<file path="config.mk">
export PLATFORM = sky130hd
export DESIGN_NAME = gyro_boot_seq
export DESIGN_NICKNAME = d
export VERILOG_FILES = /design/src/rtl/gyro_boot_pkg.sv /design/src/rtl/gyro_boot_timer.sv /design/src/rtl/gyro_boot_eval.sv /design/src/rtl/gyro_boot_seq.sv
export SDC_FILE = /design/constraint.sdc
export NUM_CORES = 1
export LEC_CHECK = 0
export BUFFER_PORTS_ARGS = -buffer_cell sky130_fd_sc_hd__buf_2
export CORE_MARGIN = 2
export CORE_UTILIZATION = 40
export CTS_CLUSTER_SIZE = 16
export DETAILED_ROUTE_END_ITERATION = 8
export HOLD_SLACK_MARGIN = 0.02
export PLACE_DENSITY = 0.73
export SYNTH_ARGS = -nofsm -noshare
export SYNTH_HDL_FRONTEND = slang
export SYNTH_SLANG_ARGS = --single-unit
</file>
<file path="constraint.sdc">
create_clock -name clk -period 2.6 [get_ports clk]
set_input_delay 0.65 -clock clk [delete_from_list [all_inputs] [get_ports clk]]
set_output_delay 0.65 -clock clk [all_outputs]
set_load 0.01 [all_outputs]
</file>
<file path="src/rtl/gyro_boot_pkg.sv">
package gyro_boot_pkg;

    typedef enum logic [2:0] {
        ST_IDLE,
        ST_WAIT,
        ST_ISSUE,
        ST_AWAIT,
        ST_READY,
        ST_FAIL
    } seq_state_e;

    typedef enum logic [2:0] {
        STEP_SELFCHK,
        STEP_SETTLE,
        STEP_THIRD,
        STEP_FOURTH,
        STEP_FAULT
    } seq_step_e;

    typedef enum logic [1:0] {
        ERR_NONE   = 2'd0,
        ERR_THIRD  = 2'd1,
        ERR_FOURTH = 2'd2,
        ERR_FAULT  = 2'd3
    } err_code_e;

    typedef struct packed {
        seq_state_e st;
        seq_step_e  step;
        logic       warn;
        err_code_e  err;
    } seq_regs_t;

    localparam logic [31:0] CMD_SENSOR   = 32'h2000_0000;
    localparam logic [31:0] CMD_SELFCHK  = 32'h2000_0003;
    localparam logic [31:0] CMD_FAULT_RD = 32'h8014_0000;
    localparam logic [31:0] POR_REPLY    = 32'h0000_0001;

    localparam int          STAT_LSB     = 26;
    localparam logic [1:0]  STAT_GOOD    = 2'd2;
    localparam int          FAULT_LSB    = 5;
    localparam int          FAULT_BITS   = 12;

endpackage

</file>
<file path="src/rtl/gyro_boot_timer.sv">
module gyro_boot_timer #(
    parameter int CNT_W = 7
) (
    input  logic             clk,
    input  logic             rst_n,
    input  logic             clear_i,
    input  logic             run_i,
    input  logic             tick_i,
    input  logic [CNT_W-1:0] limit_i,
    output logic             expired_o
);

    logic [CNT_W-1:0] cnt_d, cnt_q;
    logic             last_tick;

    always_comb begin
        last_tick = (cnt_q + 1'b1) == limit_i;
        expired_o = run_i && tick_i && last_tick;
        cnt_d     = cnt_q;
        if (clear_i || expired_o) begin
            cnt_d = '0;
        end else if (run_i && tick_i) begin
            cnt_d = cnt_q + 1'b1;
        end
    end

    always_ff @(posedge clk or negedge rst_n) begin
        if (!rst_n) cnt_q <= '0;
        else        cnt_q <= cnt_d;
    end

    // the count never reaches the active limit
    p_cnt_bound_r2: assert property (@(posedge clk) disable iff (!rst_n)
        cnt_q < limit_i);

endmodule

</file>
<file path="src/rtl/gyro_boot_eval.sv">
module gyro_boot_eval
    import gyro_boot_pkg::*;
(
    input  logic [31:0]           reply_i,
    output logic                  por_ok_o,
    output logic                  frame_ok_o,
    output logic [FAULT_BITS-1:0] fault_bits_o,
    output logic                  fault_clear_o
);

    logic [7:0] low_byte;
    logic [1:0] status;

    always_comb begin
        por_ok_o      = reply_i == POR_REPLY;
        low_byte      = reply_i[7:0] | 8'h01;
        status        = reply_i[STAT_LSB +: 2];
        frame_ok_o    = (low_byte == 8'hFF) && (status == STAT_GOOD);
        fault_bits_o  = reply_i[FAULT_LSB +: FAULT_BITS];
        fault_clear_o = fault_bits_o == '0;
    end

endmodule

</file>
<file path="src/rtl/gyro_boot_seq.sv">
module gyro_boot_seq
    import gyro_boot_pkg::*;
#(
    parameter int INIT_DELAY_MS = 100,
    parameter int STEP_DELAY_MS = 50
) (
    input  logic        clk,
    input  logic        rst_n,
    input  logic        start_i,
    input  logic        ms_tick_i,
    output logic        req_valid_o,
    input  logic        req_ready_i,
    output logic [31:0] req_cmd_o,
    input  logic        rsp_valid_i,
    input  logic [31:0] rsp_data_i,
    output logic        ready_o,
    output logic        warn_o,
    output logic        failed_o,
    output logic [1:0]  err_code_o
);

    localparam int MAX_DELAY = (INIT_DELAY_MS > STEP_DELAY_MS) ? INIT_DELAY_MS : STEP_DELAY_MS;
    localparam int CNT_W     = $clog2(MAX_DELAY + 1);
    localparam logic [CNT_W-1:0] INIT_LIM = CNT_W'(INIT_DELAY_MS);
    localparam logic [CNT_W-1:0] STEP_LIM = CNT_W'(STEP_DELAY_MS);

    seq_regs_t             r_d, r_q;
    logic                  tmr_clear, tmr_run, tmr_expired;
    logic [CNT_W-1:0]      tmr_limit;
    logic                  por_ok, frame_ok, fault_clear;
    logic [FAULT_BITS-1:0] fault_bits;

    gyro_boot_timer #(.CNT_W(CNT_W)) u_timer (
        .clk       (clk),
        .rst_n     (rst_n),
        .clear_i   (tmr_clear),
        .run_i     (tmr_run),
        .tick_i    (ms_tick_i),
        .limit_i   (tmr_limit),
        .expired_o (tmr_expired)
    );

    gyro_boot_eval u_eval (
        .reply_i       (rsp_data_i),
        .por_ok_o      (por_ok),
        .frame_ok_o    (frame_ok),
        .fault_bits_o  (fault_bits),
        .fault_clear_o (fault_clear)
    );

    always_comb begin
        r_d       = r_q;
        tmr_run   = r_q.st == ST_WAIT;
        tmr_clear = start_i || (r_q.st != ST_WAIT);
        tmr_limit = (r_q.step == STEP_SELFCHK) ? INIT_LIM : STEP_LIM;

        unique case (r_q.step)
            STEP_SELFCHK: req_cmd_o = CMD_SELFCHK;
            STEP_FAULT:   req_cmd_o = CMD_FAULT_RD;
            default:      req_cmd_o = CMD_SENSOR;
        endcase

        case (r_q.st)
            ST_WAIT: begin
                if (tmr_expired) r_d.st = ST_ISSUE;
            end
            ST_ISSUE: begin
                if (req_ready_i) r_d.st = ST_AWAIT;
            end
            ST_AWAIT: begin
                if (rsp_valid_i) begin
                    case (r_q.step)
                        STEP_SELFCHK: begin
                            if (!por_ok) r_d.warn = 1'b1;
                            r_d.step = STEP_SETTLE;
                            r_d.st   = ST_WAIT;
                        end
                        STEP_SETTLE: begin
                            r_d.step = STEP_THIRD;
                            r_d.st   = ST_WAIT;
                        end
                        STEP_THIRD: begin
                            if (!frame_ok) begin
                                r_d.st  = ST_FAIL;
                                r_d.err = ERR_THIRD;
                            end else begin
                                r_d.step = STEP_FOURTH;
                                r_d.st   = ST_ISSUE;
                            end
                        end
                        STEP_FOURTH: begin
                            if (!frame_ok) begin
                                r_d.st  = ST_FAIL;
                                r_d.err = ERR_FOURTH;
                            end else begin
                                r_d.step = STEP_FAULT;
                                r_d.st   = ST_ISSUE;
                            end
                        end
                        STEP_FAULT: begin
                            if (!fault_clear) begin
                                r_d.st  = ST_FAIL;
                                r_d.err = ERR_FAULT;
                            end else begin
                                r_d.st = ST_READY;
                            end
                        end
                        default: r_d.st = ST_IDLE;
                    endcase
                end
            end
            default: ;
        endcase

        if (start_i) begin
            r_d.st   = ST_WAIT;
            r_d.step = STEP_SELFCHK;
            r_d.warn = 1'b0;
            r_d.err  = ERR_NONE;
        end
    end

    always_ff @(posedge clk or negedge rst_n) begin
        if (!rst_n) r_q <= '{st: ST_IDLE, step: STEP_SELFCHK, warn: 1'b0, err: ERR_NONE};
        else        r_q <= r_d;
    end

    assign req_valid_o = r_q.st == ST_ISSUE;
    assign ready_o     = r_q.st == ST_READY;
    assign failed_o    = r_q.st == ST_FAIL;
    assign warn_o      = r_q.warn;
    assign err_code_o  = r_q.err;

    // success and failure are exclusive
    p_ready_fail_excl_r8: assert property (@(posedge clk) disable iff (!rst_n)
        !(ready_o && failed_o));

    // a code is present exactly while failed
    p_code_with_fail_r8: assert property (@(posedge clk) disable iff (!rst_n)
        failed_o == (err_code_o != 2'd0));

    // ready only follows an accepted reply
    p_ready_after_rsp_r8: assert property (@(posedge clk) disable iff (!rst_n)
        $rose(ready_o) |-> $past(rsp_valid_i));

    // start wipes every status output
    p_start_clears_r9: assert property (@(posedge clk) disable iff (!rst_n)
        start_i |=> (!ready_o && !failed_o && !warn_o && err_code_o == 2'd0));

    // a pending request holds its word
    p_req_hold_r10: assert property (@(posedge clk) disable iff (!rst_n)
        (req_valid_o && !req_ready_i && !start_i) |=> (req_valid_o && $stable(req_cmd_o)));

    // a fault code needs a fault bit in the reply just taken
    p_fault_code_r7: assert property (@(posedge clk) disable iff (!rst_n)
        (failed_o && err_code_o == 2'd3 && !$past(failed_o)) |-> $past(|rsp_data_i[16:5]));

endmodule

</file>
# Word level (Yosys, flattened, before mapping)
# Index checks and enable logic that the tools add are counted.
op_classes:
  n_eq_ne: 23
  addsub: 1
  div: 0
  shift: 0
  n_mul: 0
  n_bitwise: 0
  n_reduce_logical: 20
  order_cmp: 0
  n_mux: 22
ops:
  columns: ["op", "count"]
  rows:
  - ["$pmux 32 s2", 1]
  - ["$eq 32x1->1 const B", 1]
  - ["$mux 7", 3]
  - ["$ne 3x3->1 const B", 7]
  - ["$mux 9", 2]
  - ["$pmux 3 s3", 2]
  - ["$mux 3", 5]
  - ["$eq 3x2->1 const B", 4]
  - ["$logic_not 12->1", 1]
  - ["$pmux 3 s4", 1]
  - ["$eq 3x3->1 const B", 3]
  - ["$reduce_and 4->1", 2]
  - ["$reduce_bool 2->1", 4]
  - ["$reduce_bool 4->1", 2]
  - ["$add 7x1->7 const B", 1]
  - ["$eq 7x7->1", 1]
  - ["$eq 7x7->1 const B", 1]
  - ["$eq 3x1->1 const B", 2]
  - ["$mux 2", 3]
  - ["$mux 6", 1]
  - ["$pmux 2 s3", 1]
  - ["$reduce_and 6->1", 1]
  - ["$reduce_and 5->1", 1]
  - ["$reduce_bool 5->1", 1]
  - ["9 further kinds", 15]
word_totals:
  memories: 0
  latch_bits: 0
  romBits: 0
  elab_cells: 71
  output_inout_bits: 38
  ramBits: 0
  regBits: 16

# Depth between registers and ports, before layout
# Gate-level depths: netlist of the first run.
depth:
  word_depth: 7
  ltp_mapped: 7
  mapped_depth_nobuf: 6

# Hierarchy
# A second synthesis of the first run with hierarchy kept.
hier_totals:
  cells_unflattened: 176
  area_unflattened_um2: 1576.5
by_module_without_submodules:
  columns: ["module", "seq_area_each_um2", "n_inst", "area_each_um2", "cells_per_inst"]
  rows:
  - ["gyro_boot_seq", 225.2, 1, 848.3, 95]
  - ["gyro_boot_timer", 175.2, 1, 530.5, 53]
  - ["gyro_boot_eval", 0.0, 1, 197.7, 28]

# Worst setup path before layout of the first run
# Ideal clock, no wire load.
synth_path:
  kind: "register to output"
  from: "register r_q[4] (netlist bit)"
  to: "output port req_cmd_o[20]"
  setup_slack_ns: 0.692
  path_stages_with_launch: 6
  arrival_time_ns: 1.258
  path_buffers: 3
  t_required_ns: 1.950
  path_cell_list: "dfrtp_1 -> buf_2 -> or3b_1 -> buf_2 -> inv_1 -> buf_4"
synth_via:
  elab_chain_len: 2
synth_rtl:
  columns: ["item", "line", "text"]
  rows:
  - ["from (decl)", "gyro_boot_seq.sv:27", "seq_regs_t r_d, r_q;"]
  - ["from (signal assigned)", "gyro_boot_seq.sv:124", "if (!rst_n) r_q <= '{st: ST_IDLE, step: STEP_SELFCHK, warn: 1'b0, err: ERR_NONE};"]
  - ["from (signal assigned)", "gyro_boot_seq.sv:125", "else r_q <= r_d;"]
  - ["$eq 3x3->1 / $logic_not 3->1 (equally long branches)", "gyro_boot_seq.sv:57", "unique case (r_q.step)"]
  - ["$pmux 32 s2 (*)", "gyro_boot_seq.sv:57", null]
  - ["to (decl)", "gyro_boot_seq.sv:13", "output logic [31:0] req_cmd_o,"]
# Every way passes the cells marked *; elsewhere a longest branch is shown, timed or not.

# Worst setup path after layout of the first run
layout_path:
  from: "register r_q[4] (netlist bit)"
  to: "output port req_cmd_o[18]"
# Same word-level chain as after synthesis.

==> results.txt, run 1 <==
Relative slew slack -> 0.6688
Critical Path Slowest Stage Cell -> dfrtp_1
Synth Area per Inst -> 8.185 µm²
Final setup fails -> 0
Area occupied by multi-input gates -> 774.5 µm²
First-pass GRT wire length -> 4.740 mm
Nets@finish -> 249
Drt initial violations -> 58
Vias in the first global route -> 1105
Max-slew violations -> 0
Post-DR wirelength/cell -> 10.67 µm
Post-synth cell types -> 39
Post-cts resize count -> 0
CP arrival -> 1.48 ns
Most frequent cells in the layout -> 49 x buf_2, 26 x conb_1, 17 x nor2_1, 16 x dfrtp_1, 11 x nand2_1
Fin crit period -> 2.132 ns
GR Overflow Total -> 0
Async set-reset flop share out of synthesis -> 1.000
TritonCTS sink count -> 16
Final instance area -> 1544 µm²
CTS tree -> done
Sequential share of the synthesized area -> 0.2912
Largest area contributor in the netlist -> dfrtp_1
Clk root buf -> clkbuf_4
Clock Latency Late Sink -> 0.29 ns
Post-route DRC -> 0
Die height -> 62.63 µm
Pwr Density -> 326.7 nW/µm²
Synth Instances -> 168
Diode count -> 0
Seq. cell area -> 400.4 µm²
GPL Wtd Cong -> 0.7700
Routed Antenna Nets -> 0
Htree depth -> 1
Initial Util -> 0.4153
Total number of vias -> 1219
Nature of the critical path endpoint -> output port
Die ar. -> 3923 µm²
RR Startpoint -> u_timer.cnt_q[0]$_DFFE_PN0P_
# Post-CTS Setup Buffers -> 0
Commonest non-fill, non-tap cell in the layout -> buf_2
R2r endpoint -> u_timer.cnt_q[4]$_DFFE_PN0P_
Top_reg_cell synth -> dfrtp_1
Chip width -> 62.63 µm
Core Region -> 3311 µm²
Setup TNS Final -> 0 ns
Crit path max fanout -> 9
Least-Margin Pin Slew -> 0.4941 ns
Reg2reg setup slack -> 0.53 ns
Tot GR Track Use -> 0.1465
Largest net degree at the start of global routing -> 17
Element type at the critical path start -> flop
Drt first pass iters -> 4
CP Data Required Time -> 1.95 ns
Status -> complete, no violations
Initial antenna violation count -> 0
WL final -> 2.722 mm
Post-CTS Hold Buffers -> 0
Final worst slack -> 0.4684 ns
Fillers -> 338
Number of max-cap violations -> 0
Syn. warnings -> 0
Port bufs -> 49
RSZ-0062 raised after global routing -> no
Share of cells above drive strength 1 -> 0.2823
HPWL after detailed placement -> 2.203 mm
Critical path type -> flop to output port
Top cell type's share of synthesized area -> 0.2912
Final Cycle Share -> 0.8198
Crit path largest cell delay -> 0.48 ns
Row count -> 21
Worst Hold Class -> primary input to asynchronous set/reset pin
Final Hold Fails -> 0
Largest cells by area after synthesis -> dfrtp_1 29%, buf_4 17%, xnor2_1 5.1%
Worst Skew -> 0.009286 ns
Setup WS pre-CTS -> 0.5253 ns
Placed Area -> 1508 µm²
DR vias/cell -> 4.780
Area grow syn2layout -> 12.28%
Clock Path Buffers -> 2
Leak -> 0.7312 nW
I/O pin cnt -> 76
CTS buffer count -> 3
VDD IR max -> 0.1141 mV
FMAX -> 0.4691 GHz
Cell Area, Synth -> 1375 µm²
Register-to-Register Path Depth -> 6
Clk pin slew, worst setup/hold paths -> 0.10 ns
CP cell instances -> or3b_1, inv_1, buf_2
EDFF count, synth -> 0
Post-synthesis sequential element count -> 16
==> metal layers <==
metal / up-vias / part of all wire / global-route usage
met2: 37 / 0.52 / 0.2621
met1: 564 / 0.43 / 0.1812
met5: - / 0 / 0
li1: 616 / - / -
met4: 0 / 0.0062 / 0.05833
met3: 2 / 0.042 / 0.01261
==> kinds of logic (layout without fill, tap and decap cells) <==
logic type / count (synthesis) / count (layout) / synth area share
flip-flops: 16 / 16 / 0.2912
multiplexers: 2 / 2 / 0.01456
AO/OA/AOI/OAI: 26 / 26 / 0.1374
AND/OR/NAND/NOR: 66 / 66 / 0.2612
other: 1 / 26 / 0.002727
adder cells (fa/ha/maj): 1 / 1 / 0.009098
buffers and inverters: 45 / 61 / 0.2138
XOR/XNOR: 11 / 11 / 0.07007
==> critical path: cells and delay by family, from the launching register on <==
| family | cells | cell delay (ns) |
|---|---|---|
| flip-flops | 1 | 0.48 |
| buffers and inverters | 2 | 0.24 |
| AND/OR/NAND/NOR | 1 | 0.48 |
==> worst max path at each step <==
stage | startpoint | to | slack [ns] | depth (start not counted)
floorplan | r_q[4]$_DFFE_PN0P_ | req_cmd_o[20] | 0.69 | 5
global placement | rsp_data_i[5] | warn_o$_DFFE_PN0P_ | 0.53 | 6
detailed placement | u_timer.cnt_q[0]$_DFFE_PN0P_ | u_timer.cnt_q[4]$_DFFE_PN0P_ | 0.53 | 6
CTS | r_q[4]$_DFFE_PN0P_ | req_cmd_o[18] | 0.44 | 3
global route | u_timer.cnt_q[0]$_DFFE_PN0P_ | u_timer.cnt_q[4]$_DFFE_PN0P_ | 0.33 | 6
finish | r_q[4]$_DFFE_PN0P_ | req_cmd_o[18] | 0.47 | 3
==> per-stage QoR <==
step,power (W),hold WS (ns),instances,util
after global placement,0.0003405,0.4936,251,0.4554
after detailed placement,0.0003421,0.5103,251,0.4554
after global routing,0.0005362,0.2712,255,0.4664
after floorplan,0.0003311,0.3544,193,-
final,0.0005044,0.2544,255,0.4664
after CTS,0.0005161,0.2530,255,0.4664
==> power breakdown <==
group | internal, W | leakage [nW] | switching, W | total [W]
Sequential | 0.000252 | 0.217 | 0.00000575 | 0.000258
Clock | 0.0000853 | 0.0210 | 0.0000816 | 0.000167
Combinational | 0.0000319 | 0.493 | 0.0000478 | 0.0000797
==> layout make-up <==
cell class                      instances  area share
Clock buffer                            4     0.02350
Inverter                                8     0.01945
Multi-Input combinational cell        132      0.5016
Sequential cell                        16      0.2593
Tap cell                               46     0.03728
Timing Repair Buffer                   49      0.1588
==> synthesized netlist by cell type, drive strengths merged, types with 4 or more instances <==
library cell   n
nand2         11
nor4           7
a31oi          5
buf           36
nor3           9
xnor2          8
nor2          17
inv            8
a21oi          6
nand3          4
dfrtp         16
==> sequential cells by signal, indices dropped and copies added (netlist names) <==
signal / cells
err_code_o: 2
r_q: 6
u_timer.cnt_q: 7
warn_o: 1
Power figures use the tool's default switching activity.
==> inputs of run 2 (changes only) <==
PLACE_DENSITY = 0.76   (was 0.73)
clock period = 1.95 ns   (was 2.6 ns; I/O delays follow)
==> results.txt, run 2 (synthesized netlist as in run 1, its figures left out) <==
Critical path origin -> r_q[4]$_DFFE_PN0P_
Initial Util -> 0.4153 (unchanged)
Htree depth -> 1 (unchanged)
Core Region -> 3311 µm² (unchanged)
Total number of vias -> 1323 (+8.5%)
Fin crit period -> 1.884 ns
R2r endpoint -> r_q[6]$_DFFE_PN0P_
Clock Path Buffers -> 2 (unchanged)
Number of max-cap violations -> 0 (unchanged)
CTS buffer count -> 3 (unchanged)
DR top layer -> met4
CP endpoint -> req_cmd_o[18]
WL met3 -> 138 µm (+21%)
VDD IR max -> 0.1356 mV (+19%)
Final Hold Fails -> 0 (unchanged)
Drt first pass iters -> 4 (unchanged)
Met2 routed WL -> 1.568 mm (+10%)
Final setup fails -> 0 (unchanged)
Port bufs -> 49 (unchanged)
CP arrival -> 1.40 ns (-0.08 ns)
Clk root buf -> clkbuf_4
Clk pin slew, worst setup/hold paths -> 0.10 ns (about the same)
TritonCTS sink count -> 16 (unchanged)
Most frequent cells in the layout -> 49 x buf_2, 26 x conb_1, 17 x nor2_1, 13 x dfrtp_1
I/O pin cnt -> 76 (unchanged)
Leak -> 0.7928 nW (+8.4%)
Max FFs per register -> 7 (unchanged)
Nets@finish -> 260 (+4.4%)
Chip width -> 62.63 µm (unchanged)
Post-CTS Hold Buffers -> 0 (unchanged)
Reg2reg setup slack -> 0.10 ns (-0.43 ns)
Area occupied by multi-input gates -> 807.0 µm² (+4.2%)
Vias in the first global route -> 1133 (+2.5%)
Most flop-heavy register -> u_timer.cnt_q
Register-to-Register Path Depth -> 6 (unchanged)
GR Overflow Total -> 0 (unchanged)
Hold slack -> 0.1017 ns (-0.1527 ns)
Met1 wire length -> 1.249 mm (+6.8%)
WL final -> 2.999 mm (+10%)
Placed Area -> 1553 µm² (+3.0%)
Drt initial violations -> 92 (+59%)
Diode count -> 0 (unchanged)
Worst Hold Class -> primary input to asynchronous set/reset pin
Die ar. -> 3923 µm² (unchanged)
Row count -> 21 (unchanged)
Crit path max fanout -> 7 (-2)
CP Data Required Time -> 1.46 ns (-0.49 ns)
Nature of the critical path endpoint -> output port
Share of cells above drive strength 1 -> 0.3545 (+0.07225)
CTS tree -> done
Seq. cell area -> 404.1 µm² (+0.94%)
Status -> complete, no violations
DR vias/cell -> 4.974 (+4.0%)
Post-route DRC -> 0 (unchanged)
Area grow syn2layout -> 20.93%
Final Cycle Share -> 0.9664
Clock Latency Late Sink -> 0.28 ns (about the same)
Commonest non-fill, non-tap cell in the layout -> buf_2
Final instance area -> 1663 µm² (+7.7%)
First-pass GRT wire length -> 4.685 mm (-1.2%)
Worst Skew -> 0.002114 ns (-0.007172 ns)
Critical path type -> flop to output port
Routed Antenna Nets -> 0 (unchanged)
Die height -> 62.63 µm (unchanged)
FMAX -> 0.5307 GHz
HPWL after detailed placement -> 2.258 mm (+2.5%)
Tot GR Track Use -> 0.1426 (-0.003935)
RR Startpoint -> u_timer.cnt_q[0]$_DFFE_PN0P_
Initial antenna violation count -> 0 (unchanged)
Final core occ -> 0.5023 (+0.03590)
Element type at the critical path start -> flop
Largest net degree at the start of global routing -> 17 (unchanged)
Max-slew violations -> 0 (unchanged)
Post-DR wirelength/cell -> 11.27 µm (+5.6%)
Fillers -> 338 (unchanged)
GPL Wtd Cong -> 0.7677 (-0.30%)
Pwr Density -> 411.3 nW/µm² (+26%)
==> run 2: cell types whose count changed in the layout (fill, tap and decap cells not counted), sizes merged <==
cell | previous run | this run
buf | 49 | 60
==> run 2: worst min-delay path by stage <==
stage / startpoint / end / depth (start not counted)
after floorplan: rst_n / err_code_o[0]$_DFFE_PN0P_ / 0
after global placement: rst_n / u_timer.cnt_q[6]$_DFFE_PN0P_ / 1
after detailed placement: rst_n / u_timer.cnt_q[6]$_DFFE_PN0P_ / 1
after CTS: rst_n / u_timer.cnt_q[6]$_DFFE_PN0P_ / 1
after global routing: rst_n / err_code_o[1]$_DFFE_PN0P_ / 1
final: rst_n / u_timer.cnt_q[4]$_DFFE_PN0P_ / 1
==> run 2: area by class of cell <==
cell class	count	share of cell area
well taps	46	0.03461
clock buffers	4	0.02182
multi-input cells	132	0.4853
inverters	8	0.01806
repair buffers	60	0.1971
flip-flops and latches	16	0.2430
==> run 2: metrics by stage <==
step	instances	TNS (ns)	worst slack [ns]	power, W
2_1_floorplan	193	0	0.07204	0.0004414
3_3_place_gp	257	0	0.05985	0.0004613
3_5_place_dp	257	0	0.03696	0.0004629
4_1_cts	261	0	0.02640	0.0006814
5_1_grt	266	-0.02410	-0.02410	0.0007143
6_report	266	0	0.06559	0.0006839
==> run 2: timing repair <==
item	4_1_cts	5_1_grt
setup buffers	0	5
pin swaps	0	3
setup endpoints to repair	3	12
gates resized for setup	3	6
hold endpoints to repair	0	0
==> run 2: layer usage <==
metal	GRT usage	vias to the layer above
met5	0	-
met4	0.05556	0
met3	0.01441	4
met2	0.2567	52
met1	0.1740	628
li1	-	639
==> run 2: worst max-delay path, stage by stage (launching register included) <==
cell	delay (ns)
dfrtp_2	0.47
or3b_4	0.44
inv_1	0.08
buf_2	0.13
==> run 2: power breakdown <==
part | internal (W) | switching, W | total (W)
clock network | 0.000114 | 0.000109 | 0.000222
logic | 0.0000524 | 0.0000708 | 0.000123
registers | 0.000336 | 0.00000267 | 0.000339
